<file path="src/rtl/bp_front_pkg.sv">
package bp_front_pkg;
  // One-hot expansion of a small binary index
  function automatic logic [7:0] onehot8(input logic [2:0] idx);
    logic [7:0] v;
    v = '0;
    v[idx] = 1'b1;
    return v;
  endfunction
endpackage

</file>
<file path="src/rtl/bp_card_match.sv">
module bp_card_match #(
  parameter int HI_W  = 8,
  parameter int SW_W  = 5,
  parameter logic [HI_W-SW_W-1:0] FIXED_BITS = 3'b010
) (
  input  logic [HI_W-1:0] addr_hi,
  input  logic [SW_W-1:0] sel_code,
  input  logic            as_n,
  output logic            addressed
);
  localparam int FX_W = HI_W - SW_W;

  logic [HI_W-1:0] expect_code;
  assign expect_code = {FIXED_BITS[FX_W-1:0], sel_code};

  always_comb addressed = (addr_hi == expect_code) && !as_n;
endmodule

</file>
<file path="src/rtl/bp_ack_chain.sv">
module bp_ack_chain #(
  parameter int STAGES = 2
) (
  input  logic clk,
  input  logic rst,
  input  logic xfer,
  output logic ack
);
  logic [STAGES-1:0] sh;

  // Cleared as soon as the transfer qualifier drops; advances on clk otherwise
  always_ff @(posedge clk or negedge xfer) begin
    if (!xfer)    sh <= '0;
    else if (rst) sh <= '0;
    else          sh <= {sh[STAGES-2:0], 1'b1};
  end

  assign ack = sh[STAGES-1];
endmodule

</file>
<file path="src/rtl/bp_op_decode.sv">
module bp_op_decode
  import bp_front_pkg::*;
#(
  parameter int LO_W     = 6,
  parameter int G_STAGES = 2
) (
  input  logic            clk,
  input  logic            rst,
  input  logic            addressed,
  input  logic            xfer,
  input  logic [LO_W-1:0] addr_lo,
  output logic            ana_rd,
  output logic [7:0]      reg_sel,
  output logic [1:0]      gain
);
  localparam int RD_BIT = LO_W - 1;
  localparam int G_LSB  = 3;

  always_comb begin
    ana_rd  = addressed && addr_lo[RD_BIT];
    reg_sel = (xfer && !ana_rd) ? onehot8(addr_lo[2:0]) : '0;
  end

  logic [1:0] g_q [G_STAGES];

  genvar gi;
  generate
    for (gi = 0; gi < G_STAGES; gi++) begin : g_pipe
      if (gi == 0) begin : g_first
        always_ff @(posedge clk) begin
          if (rst)            g_q[0] <= '0;
          else if (addressed) g_q[0] <= addr_lo[G_LSB+1:G_LSB];
        end
      end else begin : g_next
        always_ff @(posedge clk) begin
          if (rst) g_q[gi] <= '0;
          else     g_q[gi] <= g_q[gi-1];
        end
      end
    end
  endgenerate

  assign gain = g_q[G_STAGES-1];
endmodule

</file>
<file path="src/rtl/bp_slave_front.sv">
module bp_slave_front #(
  parameter int HI_W = 8,
  parameter int SW_W = 5,
  parameter logic [HI_W-SW_W-1:0] FIXED_BITS = 3'b010,
  parameter int LO_W = 6,
  parameter int ACK_STAGES = 2,
  parameter int G_STAGES = 2
) (
  input  logic            clk,
  input  logic            rst,
  input  logic [HI_W-1:0] addr_hi,
  input  logic [SW_W-1:0] sel_code,
  input  logic            as_n,
  input  logic            uds_n,
  input  logic            lds_n,
  input  logic [LO_W-1:0] addr_lo,
  output logic            card_sel_n,
  output logic            card_sel_oe,
  output logic            dtack_n,
  output logic            dtack_oe,
  output logic            ana_rd,
  output logic [7:0]      reg_sel,
  output logic [1:0]      gain
);
  logic addressed, xfer, ack;

  bp_card_match #(.HI_W(HI_W), .SW_W(SW_W), .FIXED_BITS(FIXED_BITS)) u_match (
    .addr_hi(addr_hi), .sel_code(sel_code), .as_n(as_n), .addressed(addressed)
  );

  assign xfer = addressed && (!uds_n || !lds_n);

  bp_ack_chain #(.STAGES(ACK_STAGES)) u_ack (
    .clk(clk), .rst(rst), .xfer(xfer), .ack(ack)
  );

  bp_op_decode #(.LO_W(LO_W), .G_STAGES(G_STAGES)) u_dec (
    .clk(clk), .rst(rst), .addressed(addressed), .xfer(xfer),
    .addr_lo(addr_lo), .ana_rd(ana_rd), .reg_sel(reg_sel), .gain(gain)
  );

  assign card_sel_n  = !addressed;
  assign card_sel_oe = addressed;
  assign dtack_n     = !ack;
  assign dtack_oe    = addressed;
endmodule

</file>
<file path="config.mk">
export PLATFORM = sky130hd
export DESIGN_NAME = bp_slave_front
export DESIGN_NICKNAME = d
export VERILOG_FILES = /design/src/rtl/bp_front_pkg.sv /design/src/rtl/bp_card_match.sv /design/src/rtl/bp_ack_chain.sv /design/src/rtl/bp_op_decode.sv /design/src/rtl/bp_slave_front.sv
export SDC_FILE = /design/constraint.sdc
export NUM_CORES = 1
export LEC_CHECK = 0
export ABC_AREA = 1
export CAP_MARGIN = 20
export CORE_MARGIN = 4
export CORE_UTILIZATION = 29
export CTS_BUF_LIST = sky130_fd_sc_hd__clkbuf_2
export CTS_CLUSTER_SIZE = 12
export DETAILED_ROUTE_END_ITERATION = 16
export HOLD_SLACK_MARGIN = 0.03
export PLACE_DENSITY = 0.74
export SLEW_MARGIN = 20
export SYNTH_ARGS = -nofsm -noshare
export SYNTH_HDL_FRONTEND = slang
export SYNTH_SLANG_ARGS = --single-unit
</file>
<file path="constraint.sdc">
create_clock -name clk -period 0.8 [get_ports clk]
set_clock_uncertainty 0.05 [all_clocks]
set_input_delay 0.12 -clock clk [delete_from_list [all_inputs] [get_ports clk]]
set_output_delay 0.12 -clock clk [all_outputs]
set_load 0.1 [all_outputs]
</file>
After elaboration in Yosys (flattened, before gate mapping):

Memory sizes are Yosys's and may differ from the RTL's.
Cells that the tools add are included.

* memory bits (writable): 4
* bits in registers: 2
* input bits: 24
* memory bits (read-only): 0
* latch bits: 0
* memories kept: 1
* output and inout bits: 15

Memory list
* u_dec.g_q: depth 2, bits a word 2, read ports 2, clocked after memory_dff 0, wr ports 2, RTL line bp_op_decode.sv:24 `logic [1:0] g_q [G_STAGES];`

* multiplexer cells: 12
* $add $sub $neg: 0
* bitwise logic cells: 2
* reduce and logical (&&, ||, !) cells: 12
* equality and inequality tests: 1
* magnitude comparators: 2
* div/mod/pow operators: 0
* multipliers: 0
* shift-type cells: 0

Operator list (count)
* equality test 8 x 7 -> 1 bit: 1
* 2-to-1 mux 8 bit: 1
* 2-to-1 mux 1 bit: 7
* logical NOT 1 bit: 6
* 2-to-1 mux 2 bit: 3
* logical AND 1 bit: 5
* less-than comparator 3 x 4 -> 1 bit (second input constant): 1
* demux 1 bit (select 3 bit): 1
* >= comparator 3 x 1 -> 1 bit (second input constant): 1
* OR 1 bit: 2
* logical OR 1 bit: 1

Logic depth before layout (Yosys ltp):

Gate-level depths: netlist (run 1).

* word-level depth: 6
* gate-level depth with buffers: 9
* gate-level depth less buffers: 8

Modules after synthesis:

From an unflattened synthesis (run 1), not the netlist that was laid out.

* cells, all modules: 73
* area, all modules: 454.2 um^2

By module, submodules not included
* bp_op_decode: area each 249.0 um^2, cells each 35, times used 1
* bp_card_match: area each 117.6 um^2, cells each 29, times used 1
* bp_ack_chain: area each 63.8 um^2, cells each 5, times used 1
* bp_slave_front: area each 23.8 um^2, cells each 4, times used 1

Least setup slack after synthesis (run 1):

Ideal clock, no wire load.

* kind: input port to output port
* from: input as_n
* to: output ana_rd
* setup slack: -1.642 ns
* data required time: 0.630 ns
* stages on the path: 7
* arrival: 2.272 ns
* path through: inv_1 nand2_1 nor2_1 nand2_1 nor2_4 nand2_2 nor2_1

* word-level cells in the longest chain between the ends: 3

RTL lines
* from (decl): RTL line bp_slave_front.sv:13 `input logic as_n,`
* logical NOT 1 bit: RTL line bp_card_match.sv:16 `always_comb addressed = (addr_hi == expect_code) && !as_n;`
* logical AND 1 bit: RTL line bp_card_match.sv:16
* logical AND 1 bit: RTL line bp_op_decode.sv:20 `ana_rd = addressed && addr_lo[RD_BIT];`
* to (decl): RTL line bp_slave_front.sv:21 `output logic ana_rd,`

Every way passes these cells.

Worst setup path after layout (run 1):

* from: input addr_hi[5]
* to: output reg_sel[5]

* word-level cells in the longest chain between the ends: 6

RTL lines
* from (decl): RTL line bp_slave_front.sv:11 `input logic [HI_W-1:0] addr_hi,`
* equality test 8 x 7 -> 1 bit (*): RTL line bp_card_match.sv:16
* logical AND 1 bit (*): RTL line bp_card_match.sv:16
* logical AND 1 bit: RTL line bp_op_decode.sv:20
* logical NOT 1 bit: RTL line bp_op_decode.sv:21 `reg_sel = (xfer && !ana_rd) ? onehot8(addr_lo[2:0]) : '0;`
* logical AND 1 bit (*): RTL line bp_op_decode.sv:21
* 2-to-1 mux 8 bit (*): RTL line bp_op_decode.sv:21
* to (decl): RTL line bp_slave_front.sv:22 `output logic [7:0] reg_sel,`

Every way passes the cells marked *; elsewhere a longest branch is shown, timed or not.

==> results of run 1 <==
cell families (layout without fill, tap and decap cells):
group                  Yosys count  in the layout  synth area share
flip-flops                       6              6             0.314
buffers and inverters           25             73             0.204
AO/OA/AOI/OAI                    3              3            0.0314
AND/OR/NAND/NOR                 45             45             0.450
sequential cells by signal, summed over array words and instances, names as in the netlist:
signal     count
u_ack.sh       2
u_dec.g_q      4
where the power goes:
group | switching, µW | internal [µW] | total [µW]
sequential | 8.05 | 333 | 341
combinational | 214 | 186 | 399
clock | 108 | 133 | 241
total | 330 | 652 | 981
cell usage after synthesis:
| cell type | number |
|---|---|
| dfrtp_1 | 2 |
| edfxtp_1 | 2 |
| nand3_1 | 9 |
| o21ai_1 | 2 |
| nor2_1 | 13 |
| inv_1 | 24 |
| nand2_2 | 1 |
| dfxtp_1 | 2 |
| nand2_1 | 17 |
| nor2_2 | 3 |
| a21oi_1 | 1 |
| nor2_4 | 1 |
| buf_4 | 1 |
| nand4_4 | 1 |
stage by stage:
stage	util	total power (µW)	TNS, ps
3_3_place_gp	0.786	715	-17360
5_1_grt	0.839	1040	-7570
3_5_place_dp	0.786	723	-17920
2_1_floorplan	-	524	-9120
6_report	0.839	981	-6620
4_1_cts	0.794	966	-7610
per-layer routing:
metal / GRT usage / up-vias / wire [µm]
met5: 0 / - / 0
met4: 0.0538 / 0 / 17
met3: 0.0644 / 4 / 158
met2: 0.237 / 24 / 830
met1: 0.133 / 271 / 488
li1: - / 326 / -
worst register-to-register path: cells and delay by family (launching register included):
family	cells	cell delay, ps
DFF	1	360
buffers and inverters	1	60
and+or+nand+nor	1	30
area by class of cell:
cell class | instances | area (µm²)
Timing Repair Buffer | 45 | 596
Multi-Input combinational cell | 48 | 365
Fill cell | 89 | 245
Sequential cell | 6 | 153
Inverter | 24 | 125
Clock buffer | 4 | 20.0
Tap cell | 16 | 20.0
repair_timing:
action                                  in CTS  in global routing
hold buffers                                 2                  0
hold endpoints to repair                     2                  0
endpoints found under the setup margin      21                 21
pin swaps                                   14                 14
gates resized for setup                     68                 27
buffers inserted                             1                  0
final timing paths:
kind | startpoint | endpoint | depth (start not counted)
worst max-delay path | addr_hi[5] | reg_sel[5] | 10
worst min-delay path | rst | u_ack.sh[0] | 2
worst max register to register | u_dec.g_q[0][1] | u_dec.g_q[1][1] | 2
worst min register to register | u_dec.g_q[0][0] | u_dec.g_q[1][0] | 2
max in group asynchronous | lds_n | u_ack.sh[0] | 3
min in group asynchronous | addr_hi[3] | u_ack.sh[1] | 6
==> flow_summary.yaml, run 1 <==
status:
  status: "complete, but fails checks"
  violated_checks: "setup timing"
critical_path:
  critical-path-max-stage-delay_ps: 180
  slowest_stage: "buf_12"
  critical_path_peak_fanout: 8
  criticalPathCategory: "primary input to primary output"
  crit_path_cell_trace: "buf_8, inv_8, nand2_4, nor2_4, nand2_2, nor2_4, nand4_4, buf_12, nor2_4, buf_12"
  setup.worst_path.end_class: "primary output"
  critical_path.most_common_cell: "nor2_4"
  cp_data_arrival_time_ps: 1140
  count_of_buffering_cells_on_the_critical_path_with_inverters_included: 4
  worstPathRequired_ps: 630
  reg2reg_slack_ps: 190
  crit_path_start_kind: "primary input"
  path_delay_family: "simple AND/OR/NAND/NOR gates"
cts:
  cts_inserted_buffers: 3
  clock_sink_count: 6
  ctsLongestPathBuffers: 2
  clk-insertion-delay-late_ps: 220
  cts.clk_slew.worst_paths_ps: 70
  h-tree-depth: 1
  ctsRootBufferMaster: "clkbuf_2"
  tritoncts: "yes"
final_layout:
  mostFrequentLayoutCell: "buf_12"
  layout_common_cells: "16 x buf_12, 12 x nor2_4, 10 x inv_2"
  num_antenna_cells: 0
  drive_gt1_frac: 0.661
  final_stage_net_count: 152
  area.growth.synth_to_final_pct: 168
  finish.cell_count_without_fillers: 143
  post-route-cell-area_um2: 1280
synth:
  synthesis.area_um2: 478
  synth-warning-count: 0
  mappedNetlistNets: 103
  post_synth.cell_area_avg_um2: 6.05
  synth.top_cell.area_share: 0.188
  synth.top_cells.by_area: "inv_1 19%, nand2_1 13%, edfxtp_1 13%, dfrtp_1 10%, nor2_1 10%"
  synth_register_bits: 6
  synth_area_leader_cell: "inv_1"
  synth-seq-area-share: 0.314
  cells_after_synth: 79
  yosysUniqueCellTypes: 14
route:
  post-route-drc-count: 0
  drt_iter0_markers: 6
  route.vias.total: 625
  route.detailed.vias_per_inst: 4.37
  routedWlPerCell_um: 10.5
  drtPass1Iterations: 3
  antenna_left: 0
  postRouteWirelength_um: 1500
hold_path:
  min_path_type: "primary input to flop"
global_route:
  grt_first_pass_wirelength_um: 2530
  grt_antenna_before_repair: 0
  grt_remaining_overflow: 0
  vias_in_the_first_global_route: 649
  maximum_number_of_pins_on_one_net_before_global_route_repair: 9
  grt.total_usage: 0.134
sta:
  grt_setup_unrepaired: "yes"
  setup-violations-final: 19
  worst-slew-pin-transition_ps: 192
  fin_crit_ps: 1310
  post-route-period-util: 1.63
  final-hold-violation-count: 0
  report.final.slew_viol_count: 0
  headroom_to_the_max_slew_limit: 0.872
  finalHoldWorstSlack_ps: 84.4
  setup_ws_ps: -508
  clock.fmax_mhz: 765
place:
  portBuffers: 38
  placed_cells: 136
  placed_cell_area_um2: 1200
  gp_congestion: 0.734
  dpl_worst_slack_ps: -1070
  detailed_placer_s_ending_hpwl_um: 1300
flow_run:
  drv_cap: 0
floorplan:
  design.die.area_um2: 2360
  floorplan.die.height_um: 48.6
  chipWidth_um: 48.6
  num_rows: 14
  fp.coreArea_um2: 1520
  initial_core_util: 0.314
  design.portCount: 39
pwr:
  ir_worst_vdd_mv: 0.504
  power.density_cell_area_nw_per_um2: 767
  leakage_uw: 0.000600
Power figures use the tool's default switching activity.
==> run 2, diff against run 1 <==
CTS_CLUSTER_SIZE = 8   (was 12)
SKIP_CTS_REPAIR_TIMING = 1   (was not set)
==> run 2 against run 1 <==
Against the previous run:
- the run still ends with setup timing left
- via count increased by 1.1%
- critical path depth did not move
- first-iteration DRC count grew 33%
- die area unchanged
- count of clock-buffer cells in the layout unchanged
- cell count unchanged
- sequential power is essentially flat
- cell area decreased by 2.3%
- critical path type unchanged
- critical endpoint unchanged
- highest routed layer unchanged
==> flow_summary.yaml, run 2 (synthesized netlist as in run 1, its figures left out) <==
global_route:
  grt.total_usage: 0.129
  vias_in_the_first_global_route: 618
  grt_first_pass_wirelength_um: 2400
  grt_antenna_before_repair: 0
  busiest_layer: "met2"
  grt_remaining_overflow: 0
  grtUsageMet3: 0.0644
  use_met1: 0.124
  gr-usage-met2: 0.228
  maximum_number_of_pins_on_one_net_before_global_route_repair: 9
sta:
  clock.fmax_mhz: 708
  final-hold-violation-count: 0
  fin_crit_ps: 1410
  setup_ws_ps: -612
  setup-violations-final: 19
  worst-slew-pin-transition_ps: 227
  post-route-period-util: 1.77
  grt_setup_unrepaired: "yes"
  report.final.slew_viol_count: 0
  headroom_to_the_max_slew_limit: 0.849
final_layout:
  num_antenna_cells: 0
  nFillCells: 97
  drive_gt1_frac: 0.575
  reg.largest.list: "u_dec.g_q (4), u_ack.sh (2)"
  post-route-cell-area_um2: 1250
  area.growth.synth_to_final_pct: 161
  flip_flop_count_of_the_largest_register_after_layout: 4
  layout_common_cells: "16 x buf_12, 12 x inv_1, 11 x nor2_4"
  final_stage_net_count: 152
  end_of_flow_core_utilization: 0.819
  mostFrequentLayoutCell: "buf_12"
  regMostFlops: "u_dec.g_q"
place:
  placed_cell_area_um2: 1200
  portBuffers: 38
  dpl_worst_slack_ps: -1070
  detailed_placer_s_ending_hpwl_um: 1300
  gp_congestion: 0.734
critical_path:
  criticalPathCategory: "primary input to primary output"
  crit_path_cell_trace: "buf_6, inv_2, nand2_2, nor2_2, nand2_2, nor2_4, nand4_4, buf_12, nor2_4, buf_12"
  critical_path_peak_fanout: 8
  worstPathRequired_ps: 630
  setup.worst_path.end_class: "primary output"
  crit_path_start_kind: "primary input"
  cp_data_arrival_time_ps: 1240
  slowest_stage: "buf_12"
  count_of_buffering_cells_on_the_critical_path_with_inverters_included: 4
  critical_path.reg2reg.endpoint: "u_dec.g_q[1][1]"
  path_delay_family: "simple AND/OR/NAND/NOR gates"
  critical-path-max-stage-delay_ps: 180
  reg2reg_depth: 2
  reg2reg_slack_ps: 180
  path_depth: 10
  timing.rr.start: "u_dec.g_q[0][1]"
pwr:
  power.density_cell_area_nw_per_um2: 772
  ir_worst_vdd_mv: 0.513
  leakage_uw: 0.000605
floorplan:
  design.die.area_um2: 2360
  floorplan.die.height_um: 48.6
  fp.coreArea_um2: 1520
  chipWidth_um: 48.6
  num_rows: 14
  design.portCount: 39
  initial_core_util: 0.314
route:
  route.detailed.vias_per_inst: 4.42
  drtPass1Iterations: 4
  routedWlPerCell_um: 10.7
  antenna_left: 0
  postRouteWirelength_um: 1530
  route.vias.total: 632
  post-route-drc-count: 0
  drt_iter0_markers: 8
cts:
  cts.clk_slew.worst_paths_ps: 70
  clock_sink_count: 6
  clk-insertion-delay-late_ps: 220
  cts_inserted_buffers: 3
  ctsLongestPathBuffers: 2
  tritoncts: "yes"
  ctsRootBufferMaster: "clkbuf_2"
  h-tree-depth: 1
status:
  status: "complete, but fails checks"
  violated_checks: "setup timing"
hold_path:
  min_path_type: "primary input to asynchronous set/reset pin"
flow_run:
  drv_cap: 0
run 2: cell types whose count changed in the layout (fill, tap and decap cells not counted), moves of 2 or more:
| cell | delta |
|---|---|
| dlygate4sd2_1 | -5 |
| clkbuf_2 | +4 |
| buf_6 | -4 |
| dlymetal6s2s_1 | +4 |
| inv_2 | -4 |
| clkdlybuf4s50_1 | +5 |
| buf_2 | -3 |
| buf_8 | -2 |
| inv_1 | +4 |
run 2: power breakdown:
group	switching, µW	internal, µW	leakage, µW
Combinational	206	177	0.000526
Clock	106	133	0.0000166
Sequential	8.27	333	0.0000623
Total	321	643	0.000605
run 2: worst max-delay path by stage:
stage	start	slack, ps	end
4_1_cts	sel_code[2]	-1070	reg_sel[5]
6_report	as_n	-610	reg_sel[5]
2_1_floorplan	sel_code[2]	-790	dtack_oe
3_5_place_dp	sel_code[2]	-1070	reg_sel[5]
3_3_place_gp	sel_code[2]	-1030	reg_sel[3]
5_1_grt	as_n	-710	reg_sel[5]
run 2: metrics by stage:
step / setup TNS, ps / hold slack (ps) / total power [µW] / std cells
after floorplan: -9120 / -111 / 524 / 79
after global placement: -17360 / 340 / 715 / 136
after detailed placement: -17920 / 359 / 723 / 136
after CTS: -16450 / 111 / 974 / 140
after global routing: -9400 / 213 / 1030 / 143
final: -7780 / 172 / 964 / 143
run 2: final cells by class:
class | count | area [µm²] | area share
clock buffers | 4 | 20.0 | 0.0160
inverters | 24 | 125 | 0.100
multi-input cells | 48 | 344 | 0.276
flip-flops and latches | 6 | 153 | 0.122
well taps | 16 | 20.0 | 0.0160
repair buffers | 45 | 587 | 0.470
run 2: worst reg2reg max path, delay by kind of cell, from the launching register on:
family                 cells  cell delay (ps)
AND/OR/NAND/NOR            1               30
buffers and inverters      1               60
flip-flops                 1              360
run 2: metal layers:
layer | share of wire | up-vias
li1 | - | 327
met1 | 0.33 | 277
met2 | 0.56 | 24
met3 | 0.098 | 4
met4 | 0.011 | 0
met5 | 0 | -
